### src/rtl/fminmax_sp.sv
module fminmax_sp #(
  parameter int EXP_W  = 8,
  parameter int MANT_W = 23,
  localparam int W     = 1 + EXP_W + MANT_W
) (
  input  logic [W-1:0]     op_a,
  input  logic [W-1:0]     op_b,
  input  logic             sel_max,
  output logic [W-1:0]     result,
  output logic             invalid,
  output logic [EXP_W-1:0] a_exp,
  output logic [W-1:0]     a_signed_inf,
  output logic [W-1:0]     a_signed_one
);
  localparam logic [W-1:0] CANON_NAN = '1;
  localparam logic [EXP_W-1:0] BIAS = EXP_W'((1 << (EXP_W - 1)) - 1);

  logic             sa, sb;
  logic [W-2:0]     ma, mb;
  logic             a_nan, b_nan, a_snan, b_snan;
  logic             both_zero, tie, a_less;
  logic [W-1:0]     larger, smaller;

  assign sa = op_a[W-1];
  assign sb = op_b[W-1];
  assign ma = op_a[W-2:0];
  assign mb = op_b[W-2:0];

  assign a_nan  = (&op_a[W-2:MANT_W]) && (|op_a[MANT_W-1:0]);
  assign b_nan  = (&op_b[W-2:MANT_W]) && (|op_b[MANT_W-1:0]);
  assign a_snan = a_nan && !op_a[MANT_W-1];
  assign b_snan = b_nan && !op_b[MANT_W-1];
  assign invalid = a_snan | b_snan;

  assign both_zero = (ma == '0) && (mb == '0);
  assign tie       = both_zero || (op_a == op_b);

  always_comb begin
    if (sa != sb) a_less = sa;
    else if (!sa) a_less = ma < mb;
    else          a_less = ma > mb;
  end

  assign larger  = a_less ? op_b : op_a;
  assign smaller = a_less ? op_a : op_b;

  always_comb begin
    if (a_nan && b_nan) result = CANON_NAN;
    else if (a_nan)     result = op_b;
    else if (b_nan)     result = op_a;
    else if (tie)       result = sel_max ? (op_a & op_b) : (op_a | op_b);
    else                result = sel_max ? larger : smaller;
  end

  assign a_exp        = op_a[W-2:MANT_W];
  assign a_signed_inf = {sa, {EXP_W{1'b1}}, {MANT_W{1'b0}}};
  assign a_signed_one = {sa, 1'b0, BIAS[EXP_W-2:0], {MANT_W{1'b0}}};
endmodule


### config.mk
export PLATFORM = sky130hd
export DESIGN_NAME = fminmax_sp
export DESIGN_NICKNAME = d
export VERILOG_FILES = /design/src/rtl/fminmax_sp.sv
export SDC_FILE = /design/constraint.sdc
export NUM_CORES = 1
export LEC_CHECK = 0
export ABC_AREA = 0
export BUFFER_PORTS_ARGS = -buffer_cell sky130_fd_sc_hd__buf_2
export CELL_PAD_IN_SITES_DETAIL_PLACEMENT = 0
export CELL_PAD_IN_SITES_GLOBAL_PLACEMENT = 1
export CORE_ASPECT_RATIO = 1.4
export CORE_UTILIZATION = 35
export DETAILED_ROUTE_END_ITERATION = 16
export PLACE_DENSITY_LB_ADDON = 0.1
export SYNTH_ARGS = -nofsm -noshare
export SYNTH_HDL_FRONTEND = slang
export SYNTH_SLANG_ARGS = --single-unit
### constraint.sdc
create_clock -name vclk -period 3.45
set_input_delay 0.1725 -clock vclk [all_inputs]
set_output_delay 0.1725 -clock vclk [all_outputs]
set_load 0.005 [all_outputs]
# ---- Word-level counts from Yosys, hierarchy flattened
# Index checks and enable logic that the tools add are counted.
dict set report op_classes {
  n_eq_ne 2
  n_mux 10
  order_cmp 2
  reduce_logical 15
  bitwise_logic 3
}
# operator n
set ops {}
lappend ops {{two-way mux 32 bit} 8}
lappend ops {{zero test 31 bit} 2}
lappend ops {{OR reduction 23 bit} 2}
lappend ops {{bitwise AND 32 bit} 1}
lappend ops {{== test 32 bit} 1}
lappend ops {{OR 32 bit} 1}
lappend ops {{> comparator 31 bit} 1}
lappend ops {{less-than comparator 31 bit} 1}
lappend ops {{AND reduction 8 bit} 2}
lappend ops {{logical AND 1 bit} 6}
lappend ops {{zero test 1 bit} 2}
lappend ops {{two-way mux 1 bit} 2}
lappend ops {{logical OR 1 bit} 1}
lappend ops {{!= test 1 bit} 1}
lappend ops {{OR 1 bit} 1}
dict set report word_totals {
  elab_cells 32
  register_bits 0
}

# ---- Longest topological paths before layout
dict set report logic_depth {
  word_depth 9
  ltp_mapped 13
  depth_no_buf 10
}

# ---- Worst setup path after synthesis
# Ideal clock, no wire load.
dict set report synth_timing {
  path_kind {input port to output port}
  from {in op_b[4]}
  to {out result[19]}
  path_buffers 3
  t_arrival_ps 2529
  t_required_ps 3277
  stages 13
  slack_ps 749
  cell_sequence {inv_1 > ha_1 > nor4_2 > o31a_1 > o311ai_1 > a41o_1 > and3_4 > buf_6 > or3b_4 > and2_4 > buf_6 > buf_6 > o221ai_2}
}
dict set report synth_via {
  elab_chain_len 9
}
# item line
set synth_rtl {}
lappend synth_rtl {{from (decl)} 7} ;# input logic [W-1:0] op_b,
lappend synth_rtl {{less-than comparator 31 bit / > comparator 31 bit (equally long branches)} {40, 41}}
lappend synth_rtl {{two-way mux 1 bit} 40} ;# else if (!sa) a_less = ma < mb;
lappend synth_rtl {{two-way mux 1 bit} 39} ;# if (sa != sb) a_less = sa;
lappend synth_rtl {{two-way mux 32 bit, on equally long branches} {45, 44}}
lappend synth_rtl {{two-way mux 32 bit} 52} ;# else result = sel_max ? larger : smaller;
lappend synth_rtl {{two-way mux 32 bit} 51} ;# else if (tie) result = sel_max ? (op_a & op_b) : (op_a | op_b);
lappend synth_rtl {{two-way mux 32 bit} 50} ;# else if (b_nan) result = op_a;
lappend synth_rtl {{two-way mux 32 bit} 49} ;# else if (a_nan) result = op_b;
lappend synth_rtl {{two-way mux 32 bit (*)} 48} ;# if (a_nan && b_nan) result = CANON_NAN;
lappend synth_rtl {{to (decl)} 9} ;# output logic [W-1:0] result,
# Every way passes the cells marked *; elsewhere a longest branch is shown, timed or not.

# ---- Final worst setup path
dict set report layout_timing {
  from {in op_a[4]}
  to {out result[17]}
}
dict set report layout_via {
  elab_chain_len 9
}
# item line
set layout_rtl {}
lappend layout_rtl {{from (decl)} 6} ;# input logic [W-1:0] op_a,
lappend layout_rtl {{less-than comparator 31 bit / > comparator 31 bit (equally long branches)} {40, 41}}
lappend layout_rtl {{two-way mux 1 bit} 40}
lappend layout_rtl {{two-way mux 1 bit} 39}
lappend layout_rtl {{two-way mux 32 bit, on equally long branches} {45, 44}}
lappend layout_rtl {{two-way mux 32 bit} 52}
lappend layout_rtl {{two-way mux 32 bit} 51}
lappend layout_rtl {{two-way mux 32 bit} 50}
lappend layout_rtl {{two-way mux 32 bit} 49}
lappend layout_rtl {{two-way mux 32 bit (*)} 48}
# Marks and branches as above.

==> results by group <==
Logic synthesis
  • Synth Cell Area: 0.00407 mm^2
  • Most frequent cell after synthesis: ha_1
  • Synth top cells by count: ha_1, buf_4, inv_1
  • Synth area leaders: ha_1, buf_4, a21oi_1
  • YS warnings: 0
  • Synth top area share: 0.292
  • Instance count of the mapped netlist: 593
  • Yosys top cell by area: ha_1
  • Seq/Total Area, Yosys: 0
  • Synth unique cells: 44
  • Syn_area_per_cell: 6.87 um^2

Pwr
  • Power Density: 113 mW/mm^2
  • Pleak: 2.38 nW
  • Maximum vdd drop: 69.9 uV

Die
  • Starting Density: 0.359
  • Num ports: 170
  • Die X: 93.2 um
  • Number of cell rows: 46
  • Core Box Area: 0.0113 mm^2
  • Height of the chip: 130 um
  • Die ar.: 0.0121 mm^2

Worst hold path
  • Hold Crit Class: in -> out
  • Min-Delay Startpoint: op_a[31]

Final layout
  • Fill count: 1281
  • Ant. Diodes: 0
  • Area Overhead vs Synth: 10.2%
  • FF/Latch Area: 0 um^2
  • Ratio of cells with drive above 1 in the final layout: 0.226
  • Final Util: 0.396
  • # clk buffers: 0
  • Seq cells: 0
  • Fin nets: 834

CTS
  • Buffer count from post-CTS setup fixing: 0
  • Hold Buf Count CTS: 0

Timing
  • Max-slew violations: 0
  • Endpoints failing setup: 0
  • Max Freq: 315 MHz
  • Setup_tns: 0 ns
  • Relative slew slack: 0.439
  • RSZ-0062 raised after global routing: false
  • Worst Slack Setup Final: 0.278 ns
  • Worst-Margin Slew: 0.842 ns
  • Tcrit/Tclk final: 0.919
  • Tmin final: 3.17 ns
  • Final hold vios: 0

Global routing
  • Vias in the first global route: 3980
  • Initial antenna violation count: 0
  • GRT overflow: 0
  • Global-route wire length before repair: 20300 um
  • Largest net degree at the start of global routing: 53
  • All-Layer GR Usage: 0.210

Routing
  • Antenna-violating nets left: 0
  • Total Wirelength: 13300 um
  • Vias: 4311
  • Drt first pass iters: 4
  • DRC Markers: 0
  • Via density: 5.28
  • WL/cell: 16.2 um
  • DR iter-0 viols: 170

Placed design
  • IO buf count: 108
  • GPL Wtd Cong: 0.821
  • Pre-CTS WS: 0.167 ns
  • Post-DP HPWL: 10000 um

Critical path
  • Crit path from: op_a[4]
  • CP endpoint kind: output pin
  • Required time worst endpoint: 3.28 ns
  • Critical path type: in -> out
  • Worst setup endpoint: result[17]
  • WP data arrival: 3.00 ns
  • Crit path launch type: primary input
  • Worst Path Max Fanout: 23

Job
  • Max-cap violations: 0

Outcome
  • Status: completed
[stage by stage]
| step | std cells | hold slack (ns) | total power, W | cell area (um^2) |
|---|---|---|---|---|
| global route | 816 | 0.590 | 0.000570 | 4490 |
| detailed placement | 815 | 0.585 | 0.000498 | 4470 |
| global placement | 815 | 0.578 | 0.000494 | 4470 |
| floorplan | 653 | 0.426 | 0.000341 | 4300 |
| finish | 816 | 0.575 | 0.000506 | 4490 |
| CTS | 815 | 0.585 | 0.000501 | 4470 |
[metal layers]
metal  up-vias  wire length (um)  global-route usage
met5         -                 0                   0
met4         0                88              0.0389
met3         6               567             0.00587
met2       134              7160               0.415
met1      2072              5430               0.249
li1       2099                 -                   -
[how the worst min path moves through the flow]
| stage | slack [ns] | cells past startpoint | end |
|---|---|---|---|
| after detailed placement | 0.58 | 2 | a_signed_inf[31] |
| after global placement | 0.58 | 2 | a_signed_one[31] |
| after global routing | 0.59 | 2 | a_signed_one[31] |
| final | 0.57 | 2 | a_signed_inf[31] |
| after floorplan | 0.43 | 1 | a_exp[0] |
| after CTS | 0.58 | 2 | a_signed_inf[31] |
[final cells by class]
type	instances	area, um^2	area share
well taps	144	180	0.0401
inverters	69	259	0.0577
repair buffers	121	651	0.145
multi-input cells	482	3400	0.757
[worst max-delay path: stages]
cell and delay [ns]:
buf_2 0.19, inv_1 0.06, ha_1 0.31, nor4_2 0.34, o31a_1 0.20, o311ai_1 0.10
a41o_1 0.30, and3_4 0.21, o21bai_1 0.32, nand3_1 0.19, buf_12 0.21, o221ai_1 0.22
buf_2 0.16
[cell families after synthesis]
group	synth area share
AO/OA/AOI/OAI	0.291
buffers and inverters	0.232
AND/OR/NAND/NOR	0.184
adder cells (fa/ha/maj)	0.292
other	0.00184
[placed cells by master, fill, tap and decap left out, drive strengths merged, types with 23 or more instances in the layout]
| cell | count |
|---|---|
| a21oi | 61 |
| ha | 95 |
| o221ai | 29 |
| o21ai | 44 |
| inv | 69 |
| nor2 | 40 |
| buf | 121 |
| o31ai | 24 |
| nand2 | 41 |
| nor4 | 23 |
| conb | 62 |
[repair_timing]
action	4_1_cts	5_1_grt
setup endpoints to repair	0	19
hold endpoints to repair	0	0
gates resized for setup	0	3
[report_power, final]
group	internal, W	total [W]	switching, W
Sequential	0	0	0
Clock	0	0	0
Combinational	0.000202	0.000506	0.000304
Note: power is estimated with default switching activity, not from simulation.
